==> src/rtl/alu_pkg.sv <==
// Shared definitions for the ALU/status unit: operation codes, status
// bit positions and the status record. Assumes an 8-bit status byte.
package alu_pkg;

    localparam int STAT_W = 8;

    // Status bit positions (fixed layout, read by neighbouring logic)
    localparam int BIT_N   = 7;
    localparam int BIT_V   = 6;
    localparam int BIT_ONE = 5;
    localparam int BIT_B   = 4;
    localparam int BIT_D   = 3;
    localparam int BIT_I   = 2;
    localparam int BIT_Z   = 1;
    localparam int BIT_C   = 0;

    localparam logic [STAT_W-1:0] STAT_RESET = 8'h20;
    localparam logic [STAT_W-1:0] STAT_FORCE = 8'h20;

    // Operation codes
    typedef enum logic [4:0] {
        OP_OR    = 5'd0,
        OP_AND   = 5'd1,
        OP_XOR   = 5'd2,
        OP_PASS  = 5'd3,
        OP_ADD   = 5'd4,
        OP_SUB   = 5'd5,
        OP_CMP   = 5'd6,
        OP_BTST  = 5'd7,
        OP_BTSTI = 5'd8,
        OP_SHL   = 5'd9,
        OP_SHR   = 5'd10,
        OP_ROTL  = 5'd11,
        OP_ROTR  = 5'd12,
        OP_INC   = 5'd13,
        OP_DEC   = 5'd14,
        OP_TSET  = 5'd15,
        OP_TCLR  = 5'd16,
        OP_SLOAD = 5'd17
    } alu_op_e;

    localparam logic [4:0] OP_LAST = 5'd17;

    // Status byte as a record, MSB first
    typedef struct packed {
        logic n;
        logic v;
        logic one;
        logic b;
        logic d;
        logic i;
        logic z;
        logic c;
    } status_t;

endpackage

==> src/rtl/alu_adder.sv <==
// Ripple-carry adder with optional operand inversion, used for add,
// subtract and compare. Exposes the carry into and out of the top bit
// so the caller can form signed overflow. Assumes W >= 2.
module alu_adder #(
    parameter int W = 8
) (
    input  logic [W-1:0] a,
    input  logic [W-1:0] b,
    input  logic         invert_b,
    input  logic         cin,
    output logic [W-1:0] sum,
    output logic         cout,
    output logic         ovf
);

    logic [W:0]   carry;
    logic [W-1:0] b_eff;

    // Purpose: select true or complemented second operand
    assign b_eff    = invert_b ? ~b : b;
    assign carry[0] = cin;

    for (genvar k = 0; k < W; k++) begin : g_bit
        // Purpose: one full-adder cell of the chain
        assign sum[k]     = a[k] ^ b_eff[k] ^ carry[k];
        assign carry[k+1] = (a[k] & b_eff[k]) | ((a[k] ^ b_eff[k]) & carry[k]);
    end

    assign cout = carry[W];
    // Purpose: signed overflow as carry-in XOR carry-out of the top bit
    assign ovf  = carry[W] ^ carry[W-1];

endmodule

==> src/rtl/alu_unary.sv <==
// Single-operand unit: shifts, rotates through carry, increment and
// decrement of the memory operand. Produces the bit shifted out for
// the carry flag. Codes other than its own give zero.
module alu_unary #(
    parameter int W = 8
) (
    input  alu_pkg::alu_op_e op,
    input  logic [W-1:0]     opd,
    input  logic             cin,
    output logic [W-1:0]     res,
    output logic             shout
);
    import alu_pkg::*;

    localparam logic [W-1:0] ONE = {{(W-1){1'b0}}, 1'b1};

    // Purpose: compute the single-operand result and the bit shifted out
    always_comb begin
        res   = '0;
        shout = 1'b0;
        unique case (op)
            OP_SHL:  begin res = {opd[W-2:0], 1'b0}; shout = opd[W-1]; end
            OP_SHR:  begin res = {1'b0, opd[W-1:1]}; shout = opd[0];   end
            OP_ROTL: begin res = {opd[W-2:0], cin};  shout = opd[W-1]; end
            OP_ROTR: begin res = {cin, opd[W-1:1]};  shout = opd[0];   end
            OP_INC:  res = opd + ONE;
            OP_DEC:  res = opd - ONE;
            default: begin res = '0; shout = 1'b0; end
        endcase
    end

endmodule

==> src/rtl/alu_logic.sv <==
// Bitwise unit: OR, AND, XOR, pass-through and the test-and-set /
// test-and-reset write values. Purely combinational.
module alu_logic #(
    parameter int W = 8
) (
    input  alu_pkg::alu_op_e op,
    input  logic [W-1:0]     a,
    input  logic [W-1:0]     b,
    output logic [W-1:0]     res
);
    import alu_pkg::*;

    // Purpose: select the bitwise combination for the current code
    always_comb begin
        unique case (op)
            OP_OR:   res = a | b;
            OP_AND:  res = a & b;
            OP_XOR:  res = a ^ b;
            OP_PASS: res = b;
            OP_TSET: res = b | a;
            OP_TCLR: res = b & ~a;
            default: res = '0;
        endcase
    end

endmodule

==> src/rtl/alu_flag_reg.sv <==
// Status register. On an enabled edge, each bit selected by the mask
// takes its new value and the others keep theirs. Bit 5 is forced to 1.
// Synchronous active-low reset.
module alu_flag_reg (
    input  logic                        clk,
    input  logic                        rst_n,
    input  logic                        upd_en,
    input  logic [alu_pkg::STAT_W-1:0]  new_val,
    input  logic [alu_pkg::STAT_W-1:0]  upd_mask,
    output logic [alu_pkg::STAT_W-1:0]  stat_q
);
    import alu_pkg::*;

    logic [STAT_W-1:0] merged;

    // Purpose: merge owned flags with retained ones, force the constant bit
    assign merged = (new_val & upd_mask) | (stat_q & ~upd_mask) | STAT_FORCE;

    // Purpose: hold or update the status byte on the clock edge
    always_ff @(posedge clk) begin
        if (!rst_n)
            stat_q <= STAT_RESET;
        else if (upd_en)
            stat_q <= merged;
    end

endmodule

==> src/rtl/alu_status_unit.sv <==
// Top of the ALU/status block. Selects the operation result, decides
// which flags the operation owns and their new values, and hands them
// to the status register. The data width is a parameter, but the status
// is a fixed 8-bit byte, so the status load needs W >= 8.
module alu_status_unit #(
    parameter int W = 8
) (
    input  logic         clk,
    input  logic         rst_n,
    input  logic [4:0]   op_sel,
    input  logic [W-1:0] op_a,
    input  logic [W-1:0] op_b,
    input  logic         upd_en,
    output logic [W-1:0] result,
    output logic [7:0]   status
);
    import alu_pkg::*;

    alu_op_e      op;
    status_t      cur;
    logic [W-1:0] add_sum, logic_res, un_res;
    logic         add_cout, add_ovf, un_shout;
    logic         sub_mode, add_cin;
    logic [W-1:0] and_ab;
    status_t      fl_val, fl_mask;

    assign op  = alu_op_e'(op_sel);
    assign cur = status_t'(status);

    // Purpose: subtract and compare use the inverted operand; compare ignores C
    assign sub_mode = (op == OP_SUB) || (op == OP_CMP);
    assign add_cin  = (op == OP_CMP) ? 1'b1 : cur.c;
    assign and_ab   = op_a & op_b;

    alu_adder #(.W(W)) u_add (
        .a(op_a), .b(op_b), .invert_b(sub_mode), .cin(add_cin),
        .sum(add_sum), .cout(add_cout), .ovf(add_ovf)
    );

    alu_logic #(.W(W)) u_log (
        .op(op), .a(op_a), .b(op_b), .res(logic_res)
    );

    alu_unary #(.W(W)) u_una (
        .op(op), .opd(op_b), .cin(cur.c), .res(un_res), .shout(un_shout)
    );

    // Purpose: choose the visible result for each operation class
    always_comb begin
        unique case (op)
            OP_OR, OP_AND, OP_XOR, OP_PASS, OP_TSET, OP_TCLR: result = logic_res;
            OP_ADD, OP_SUB:                                   result = add_sum;
            OP_CMP, OP_BTST, OP_BTSTI:                        result = op_a;
            OP_SHL, OP_SHR, OP_ROTL, OP_ROTR, OP_INC, OP_DEC: result = un_res;
            OP_SLOAD:                                         result = op_b;
            default:                                          result = '0;
        endcase
    end

    // Purpose: new flag values and the subset each operation owns
    always_comb begin
        fl_val  = '0;
        fl_mask = '0;
        unique case (op)
            OP_OR, OP_AND, OP_XOR, OP_PASS, OP_INC, OP_DEC: begin
                fl_val.n  = result[W-1];
                fl_val.z  = (result == '0);
                fl_mask.n = 1'b1;
                fl_mask.z = 1'b1;
            end
            OP_ADD, OP_SUB: begin
                fl_val.n = add_sum[W-1];
                fl_val.v = add_ovf;
                fl_val.z = (add_sum == '0);
                fl_val.c = add_cout;
                fl_mask  = status_t'(8'hC3);
            end
            OP_CMP: begin
                fl_val.n = add_sum[W-1];
                fl_val.z = (add_sum == '0);
                fl_val.c = add_cout;
                fl_mask  = status_t'(8'h83);
            end
            OP_BTST: begin
                fl_val.n = op_b[W-1];
                fl_val.v = op_b[W-2];
                fl_val.z = (and_ab == '0);
                fl_mask  = status_t'(8'hC2);
            end
            OP_BTSTI, OP_TSET, OP_TCLR: begin
                fl_val.z  = (and_ab == '0);
                fl_mask.z = 1'b1;
            end
            OP_SHL, OP_SHR, OP_ROTL, OP_ROTR: begin
                fl_val.n = un_res[W-1];
                fl_val.z = (un_res == '0);
                fl_val.c = un_shout;
                fl_mask  = status_t'(8'h83);
            end
            OP_SLOAD: begin
                fl_val  = status_t'(op_b[7:0]);
                fl_mask = status_t'(8'hFF);
            end
            default: begin
                fl_val  = '0;
                fl_mask = '0;
            end
        endcase
    end

    alu_flag_reg u_flags (
        .clk(clk), .rst_n(rst_n), .upd_en(upd_en),
        .new_val(fl_val), .upd_mask(fl_mask), .stat_q(status)
    );

endmodule

==> config.mk <==
export PLATFORM = sky130hd
export DESIGN_NAME = alu_status_unit
export DESIGN_NICKNAME = d
export VERILOG_FILES = /design/src/rtl/alu_pkg.sv /design/src/rtl/alu_adder.sv /design/src/rtl/alu_unary.sv /design/src/rtl/alu_logic.sv /design/src/rtl/alu_flag_reg.sv /design/src/rtl/alu_status_unit.sv
export SDC_FILE = /design/constraint.sdc
export NUM_CORES = 1
export LEC_CHECK = 0
export ABC_CLOCK_PERIOD_IN_PS = 15130
export BUFFER_PORTS_ARGS = -buffer_cell sky130_fd_sc_hd__buf_2
export CAP_MARGIN = 20
export CORE_AREA = 2 2 71 86
export DETAILED_ROUTE_END_ITERATION = 8
export DIE_AREA = 0 0 73 88
export SYNTH_ARGS = -nofsm -noshare
export SYNTH_HDL_FRONTEND = slang
export SYNTH_SLANG_ARGS = --single-unit
==> constraint.sdc <==
create_clock -name clk -period 15.13 [get_ports clk]
set_clock_uncertainty 0.2 [all_clocks]
set_input_delay 1.513 -clock clk [delete_from_list [all_inputs] [get_ports clk]]
set_output_delay 1.513 -clock clk [all_outputs]
set_load 0.03 [all_outputs]
## After elaboration in Yosys (flattened, before gate mapping)

Cells that the tools add are included.

| storage, ports and cells | value |
|---|---|
| bits in registers | 7 |
| word-level logic and storage cells | 108 |
| bits of input ports | 24 |
| output and inout bits | 16 |

| operators by class | value |
|---|---|
| reductions and logical operators | 22 |
| mux-type cells | 15 |
| eq/ne operators | 17 |
| $add $sub $neg | 2 |
| bitwise logic cells | 51 |

Operators by type and width:

| cell | count |
|---|---|
| $pmux W8 S5 | 2 |
| $pmux W8 S6 | 1 |
| $eq A5 B4 Y1 const B | 8 |
| $and A8 B8 Y8 | 4 |
| $logic_not A8 Y1 | 4 |
| $not A8 Y8 | 3 |
| $eq A5 B3 Y1 const B | 4 |
| $reduce_or A18 Y1 | 1 |
| $reduce_or A6 Y1 | 3 |
| $xor A1 B1 Y1 | 17 |
| $and A1 B1 Y1 | 16 |
| $or A8 B8 Y8 | 2 |
| $reduce_or A15 Y1 | 1 |
| $eq A5 B2 Y1 const B | 2 |
| $eq A5 B5 Y1 const B | 2 |
| $pmux W5 S2 | 1 |
| $reduce_or A2 Y1 | 5 |
| $reduce_or A3 Y1 | 3 |
| $add A8 B1 Y8 const B | 1 |
| $mux W8 | 1 |
| $or A1 B1 Y1 | 8 |
| $reduce_or A4 Y1 | 2 |
| $reduce_or A8 Y1 | 1 |
| $sub A8 B1 Y8 const B | 1 |
| other kinds (10) | 14 |

## Longest topological paths before layout

| logic depth | value |
|---|---|
| depth after elaboration | 24 |
| mapped depth | 21 |
| depth with buffers taken out | 19 |

## By module

From an unflattened synthesis, not the netlist that was laid out.

| unflattened totals | value |
|---|---|
| cells, all modules | 311 |
| area, all modules | 2324.7 um^2 |

By module, submodules not included:

| module | sequential area each (um^2) | instances | cells each | area each (um^2) |
|---|---|---|---|---|
| alu_status_unit | 0.0 | 1 | 104 | 680.7 |
| alu_unary | 0.0 | 1 | 62 | 529.3 |
| alu_logic | 0.0 | 1 | 75 | 500.5 |
| alu_flag_reg | 140.1 | 1 | 38 | 311.5 |
| alu_adder | 0.0 | 1 | 32 | 302.8 |

## Worst setup path after synthesis

No wires, ideal clock.

| path | value |
|---|---|
| kind | input to output |
| start | input port op_sel[0] |
| end | output port result[7] |
| stages on the path | 20 |
| data required time | 13.417 ns |
| data arrival time | 6.477 ns |
| slack | 6.940 ns |
| buffers on the path | 3 |
| cells stage by stage | buf_6 > buf_6 > nor2b_1 > buf_2 > o21ai_1 > xnor2_1 > fa_1 > fa_1 > fa_1 > fa_1 > fa_1 > fa_1 > inv_1 > fa_1 > fa_1 > inv_1 > a221oi_1 > nand4_1 > a21oi_1 > inv_1 |

| between the ends | value |
|---|---|
| longest elaborated chain between the ends | 20 |
| elaborated cells on any way between the ends | 59 |
| classes of those cells | eq/ne (17); mux (5); bitwise (30); reduce/logical (7) |

Ends and longest elaborated chain:

| element | line | text |
|---|---|---|
| from (decl) | alu_status_unit.sv:10 | `input logic [4:0] op_sel,` |
| $eq A5 B3 Y1, on equally long branches | alu_status_unit.sv:31, alu_status_unit.sv:50, alu_status_unit.sv:32 |  |
| $logic_or A1 B1 Y1 | alu_status_unit.sv:31 | `assign sub_mode = (op == OP_SUB) \|\| (op == OP_CMP);` |
| $mux W8 | alu_adder.sv:20 | `assign b_eff = invert_b ? ~b : b;` |
| $xor A1 B1 Y1 | alu_adder.sv:26 | `assign carry[k+1] = (a[k] & b_eff[k]) \| ((a[k] ^ b_eff[k]) & carry[k]);` |
| $and A1 B1 Y1 | alu_adder.sv:26 |  |
| $or A1 B1 Y1 | alu_adder.sv:26 |  |
| $and A1 B1 Y1 | alu_adder.sv:26 |  |
| $or A1 B1 Y1 | alu_adder.sv:26 |  |
| [... 4 more ...] | - |  |
| $and A1 B1 Y1 | alu_adder.sv:26 |  |
| $or A1 B1 Y1 | alu_adder.sv:26 |  |
| $and A1 B1 Y1 | alu_adder.sv:26 |  |
| $or A1 B1 Y1 | alu_adder.sv:26 |  |
| $and A1 B1 Y1 | alu_adder.sv:26 |  |
| $or A1 B1 Y1 | alu_adder.sv:26 |  |
| $xor A1 B1 Y1 | alu_adder.sv:25 | `assign sum[k] = a[k] ^ b_eff[k] ^ carry[k];` |
| $pmux W8 S5 * | alu_status_unit.sv:50 | `unique case (op)` |
| to (decl) | alu_status_unit.sv:14 | `output logic [W-1:0] result,` |

Every way passes the cells marked *; elsewhere a longest branch is shown, timed or not.

## Worst setup path after layout

Same ends and word-level chain as after synthesis.

==> impl_summary.md <==
Worst setup path
The critical path is of the input port to output port type. The endpoint type of the worst setup path is an output port. STA puts the critical path data required time at about 13 ns. The critical path starts at op_sel[0].

The worst register-to-register path has a setup slack of a little over 10 ns. The startpoint type of the worst setup path is an input port. Data on the critical path arrives at its endpoint at 7.01 ns. Of all nets on the critical path, the largest fanout is 18.

Worst hold path
The path category of the worst min-delay check is flop to flop.

Routing
The detailed router finished its first iteration with 177 violations. Summing over every cut layer, the via total after detailed routing is 2252. The detail route stage leaves a number of antenna-violating nets equal to 0. After detailed routing, the number of vias per cell comes to approximately 6.2. The final layout contains routed wiring with a total length of 6900 um.

Dividing the detail-routed wire length by the instance count gives 19.0 um. In the routed design, unresolved DRC markers number 0. The first detailed-routing pass ran for 5 iterations.

Synth
For this run, asynchronously set or reset flops after synthesis account for 0. The flop and latch count out of synthesis is 7. The number of nets in the synthesized netlist is 335. In the synthesized netlist, the number of instances is 272. The cell area after technology mapping is roughly 0.0022 mm^2. The sequential cell area fraction in the yosys report is 0.0650.

The mean area per synthesized cell is a little under 8 um^2. The unique cell type count in the Yosys netlist is between 50 and 60. Yosys printed 0 warnings. Of the post-synthesis cell area, the dominant cell type holds 0.174. The biggest area contributor in the post-synthesis netlist is sky130_fd_sc_hd__ha_1.

For this run, the leading register cell type out of synthesis is sky130_fd_sc_hd__dfxtp_1. In the post-synthesis netlist, the biggest area contributors are sky130_fd_sc_hd__ha_1, sky130_fd_sc_hd__fa_1, sky130_fd_sc_hd__dfxtp_1, sky130_fd_sc_hd__xnor2_1, sky130_fd_sc_hd__nor2_1. The count of flip-flops with a built-in enable after synthesis is 0.

Timing
Setup repair after global routing left no endpoint under its margin. The actual slew at the worst max-slew pin is 1.17 ns. The total negative slack for setup checks is 0 ns. The max-slew headroom at the worst pin is 0.219. The smallest clock period supported by the final layout is computed as ~8.7 ns. The highest achievable clock rate is between 100 and 150 MHz. The final-report max-slew violation count is 0. The hold violation count in the final report is 0. After layout, the worst setup slack is about 6.4 ns. In the finished design, the share of the clock period the worst path needs comes to 0.577. The number of setup violations in the final report is 0.

The worst hold slack after final layout is 0.275 ns.

Cells and area
Relative to the synthesized area, the layout overhead comes to 10.4%. The layout cell share with drive strength beyond 1 is 0.167. The count of cells in the finished layout, fillers not included, comes to ~360. The final-stage net count is between 300 and 400. 0 antenna diodes ended up in the layout.

CTS
The number of H-tree branching levels is 1. The clock sink count is 7. The total CTS buffers is 3. The longest clock path from root to sink contains 2 buffers. In this run, post-CTS hold repair placed 0 buffers.

Once the clock tree was built, the resizer swapped 0 gates to a different size. The clock transition at the registers of the reported paths is 0.04 ns. Buffers added to address setup during post-CTS repair amount to 0.

The CTS tree is done. Clock latency on the worst-skew pair, taken at its later pin, is 0.22 ns. The library cell used as clock root buffer is sky130_fd_sc_hd__clkbuf_8.

Global route
The global routing's busiest layer is met2. The number of antenna violations at the first check in global routing is 0. For met1 alone, demand over resource in global routing was 0.286. The largest net degree at the start of global routing is 23. The first global-routing pass estimated 11100 um of wire. The total global-route track usage is 0.221. The leftover overflow at the end of global routing is 0. The number of global-route vias before repair is 2185.

In the global route stage, met2 resource usage came out at 0.375. The global-route met3 utilization is 0.0276.

Power and ir drop
The static leakage is approximately 1.1 nW. Summing internal, switching and leakage power gives ~0.00011 W. The areal power density over the cells is 48.0 mW/mm^2.

The peak supply drop is 0.0204 mV.

Floorplanning
The initial utilization of the core area, before any placement, comes to 0.386. The floorplan step set the die width to 73 um. The placeable core region is 0.00559 mm^2. The I/O pin count is 40.

The number of standard-cell rows in the floorplan is 30. The floorplan die height is ~90 um. The die covers 0.00642 mm^2.

Job
The max-capacitance violation count is 0.

Placement
Once placement completed, the tool counted placed cells totaling ~360. The half-perimeter wire length after placement is 5470 um. Routability-driven placement finished with a final weighted congestion of ~0.94. The worst setup timing slack at the placement stage is ~6.4 ns. The number of buffers inserted by port buffering is 38.

Outcome
The flow ran to the end, and the final reports show no timing, DRC or antenna violations.
-- path summary, 6_finish.rpt --
check	endpoint	depth (start not counted)
setup / recovery	result[7]	19
hold / removal	flop	2
setup reg to reg	flop	16
hold reg to reg	flop	2
-- cells by family (layout without fill, tap and decap cells) --
family | after synthesis | after routing | share of synthesized area
and+or+nand+nor | 79 | 79 | 0.207
DFF | 7 | 7 | 0.0650
muxes | 1 | 1 | 0.00464
other | 1 | 1 | 0.00174
buffers and inverters | 39 | 66 | 0.0893
xor gates and xnor gates | 18 | 18 | 0.0731
AOI/OAI and AO/OA | 87 | 87 | 0.298
adders and majority gates | 40 | 40 | 0.262
-- through the flow --
stage / utilization / cell area [um^2]
finish: 0.426 / 2380
CTS: 0.426 / 2380
global placement: 0.418 / 2340
global route: 0.426 / 2380
floorplan: - / 2160
detailed placement: 0.418 / 2340
-- worst max-delay path: stages --
cell                       delay [ns]
sky130_fd_sc_hd__buf_2           0.26
sky130_fd_sc_hd__nor2b_1         0.50
sky130_fd_sc_hd__o21ai_1         0.45
sky130_fd_sc_hd__xnor2_1         0.25
sky130_fd_sc_hd__fa_1            0.42
sky130_fd_sc_hd__fa_1            0.43
sky130_fd_sc_hd__fa_1            0.44
sky130_fd_sc_hd__fa_1            0.43
sky130_fd_sc_hd__fa_1            0.44
sky130_fd_sc_hd__fa_1            0.40
sky130_fd_sc_hd__inv_1           0.08
sky130_fd_sc_hd__fa_1            0.23
sky130_fd_sc_hd__fa_1            0.22
sky130_fd_sc_hd__inv_1           0.05
sky130_fd_sc_hd__a221oi_1        0.29
sky130_fd_sc_hd__nand4_1         0.13
sky130_fd_sc_hd__a21oi_1         0.25
sky130_fd_sc_hd__inv_1           0.06
sky130_fd_sc_hd__buf_2           0.18
-- per-layer routing --
metal	vias up	routed length, um
li1	1076	-
met2	91	3400
met5	-	0
met3	15	445
met1	1070	2820
met4	0	231
-- cells in the final DEF, fill, tap and decap left out, types with 3 or more instances in the layout --
master	n
sky130_fd_sc_hd__and2_1	3
sky130_fd_sc_hd__a211oi_1	4
sky130_fd_sc_hd__o21ai_0	10
sky130_fd_sc_hd__o2111ai_1	5
sky130_fd_sc_hd__nand3_1	5
sky130_fd_sc_hd__a21oi_1	15
sky130_fd_sc_hd__dfxtp_1	7
sky130_fd_sc_hd__xor2_1	5
sky130_fd_sc_hd__o21bai_1	4
sky130_fd_sc_hd__nand4_1	3
sky130_fd_sc_hd__nor4_1	3
sky130_fd_sc_hd__buf_2	38
sky130_fd_sc_hd__a222oi_1	7
sky130_fd_sc_hd__buf_4	3
sky130_fd_sc_hd__nand2_1	8
sky130_fd_sc_hd__a21o_1	3
sky130_fd_sc_hd__nor2b_1	6
sky130_fd_sc_hd__nor3b_1	4
sky130_fd_sc_hd__xnor2_1	13
sky130_fd_sc_hd__ha_1	30
sky130_fd_sc_hd__nor3_1	6
sky130_fd_sc_hd__nor4b_2	3
sky130_fd_sc_hd__o211ai_1	5
sky130_fd_sc_hd__a22o_1	7
sky130_fd_sc_hd__inv_1	21
sky130_fd_sc_hd__nand2b_1	4
sky130_fd_sc_hd__fa_1	9
sky130_fd_sc_hd__a221oi_1	4
sky130_fd_sc_hd__nor2_1	24
sky130_fd_sc_hd__a22oi_1	7
sky130_fd_sc_hd__clkbuf_8	3
-- cell type report --
class | instances | area, um^2
Clock buffer | 4 | 45.0
Timing Repair Buffer | 41 | 213
Multi-Input combinational cell | 226 | 1820
Tap cell | 64 | 80.1
Fill cell | 598 | 3210
Inverter | 21 | 78.8
Sequential cell | 7 | 140
-- where the power goes --
group / internal, W / switching (W) / leakage, nW
clock: 0.0000181 / 0.00000715 / 0.0228
sequential: 0.0000192 / 0.000000527 / 0.0569
combinational: 0.0000252 / 0.0000440 / 1.00
-- cells in the mapped netlist, types with 6 or more instances --
cell / n
sky130_fd_sc_hd__a21oi_1: 15
sky130_fd_sc_hd__a222oi_1: 7
sky130_fd_sc_hd__a22o_1: 7
sky130_fd_sc_hd__a22oi_1: 7
sky130_fd_sc_hd__buf_2: 7
sky130_fd_sc_hd__dfxtp_1: 7
sky130_fd_sc_hd__fa_1: 9
sky130_fd_sc_hd__ha_1: 30
sky130_fd_sc_hd__inv_1: 21
sky130_fd_sc_hd__nand2_1: 8
sky130_fd_sc_hd__nor2_1: 24
sky130_fd_sc_hd__nor2b_1: 6
sky130_fd_sc_hd__nor3_1: 6
sky130_fd_sc_hd__o21ai_0: 10
sky130_fd_sc_hd__xnor2_1: 13
Power figures use the tool's default switching activity.
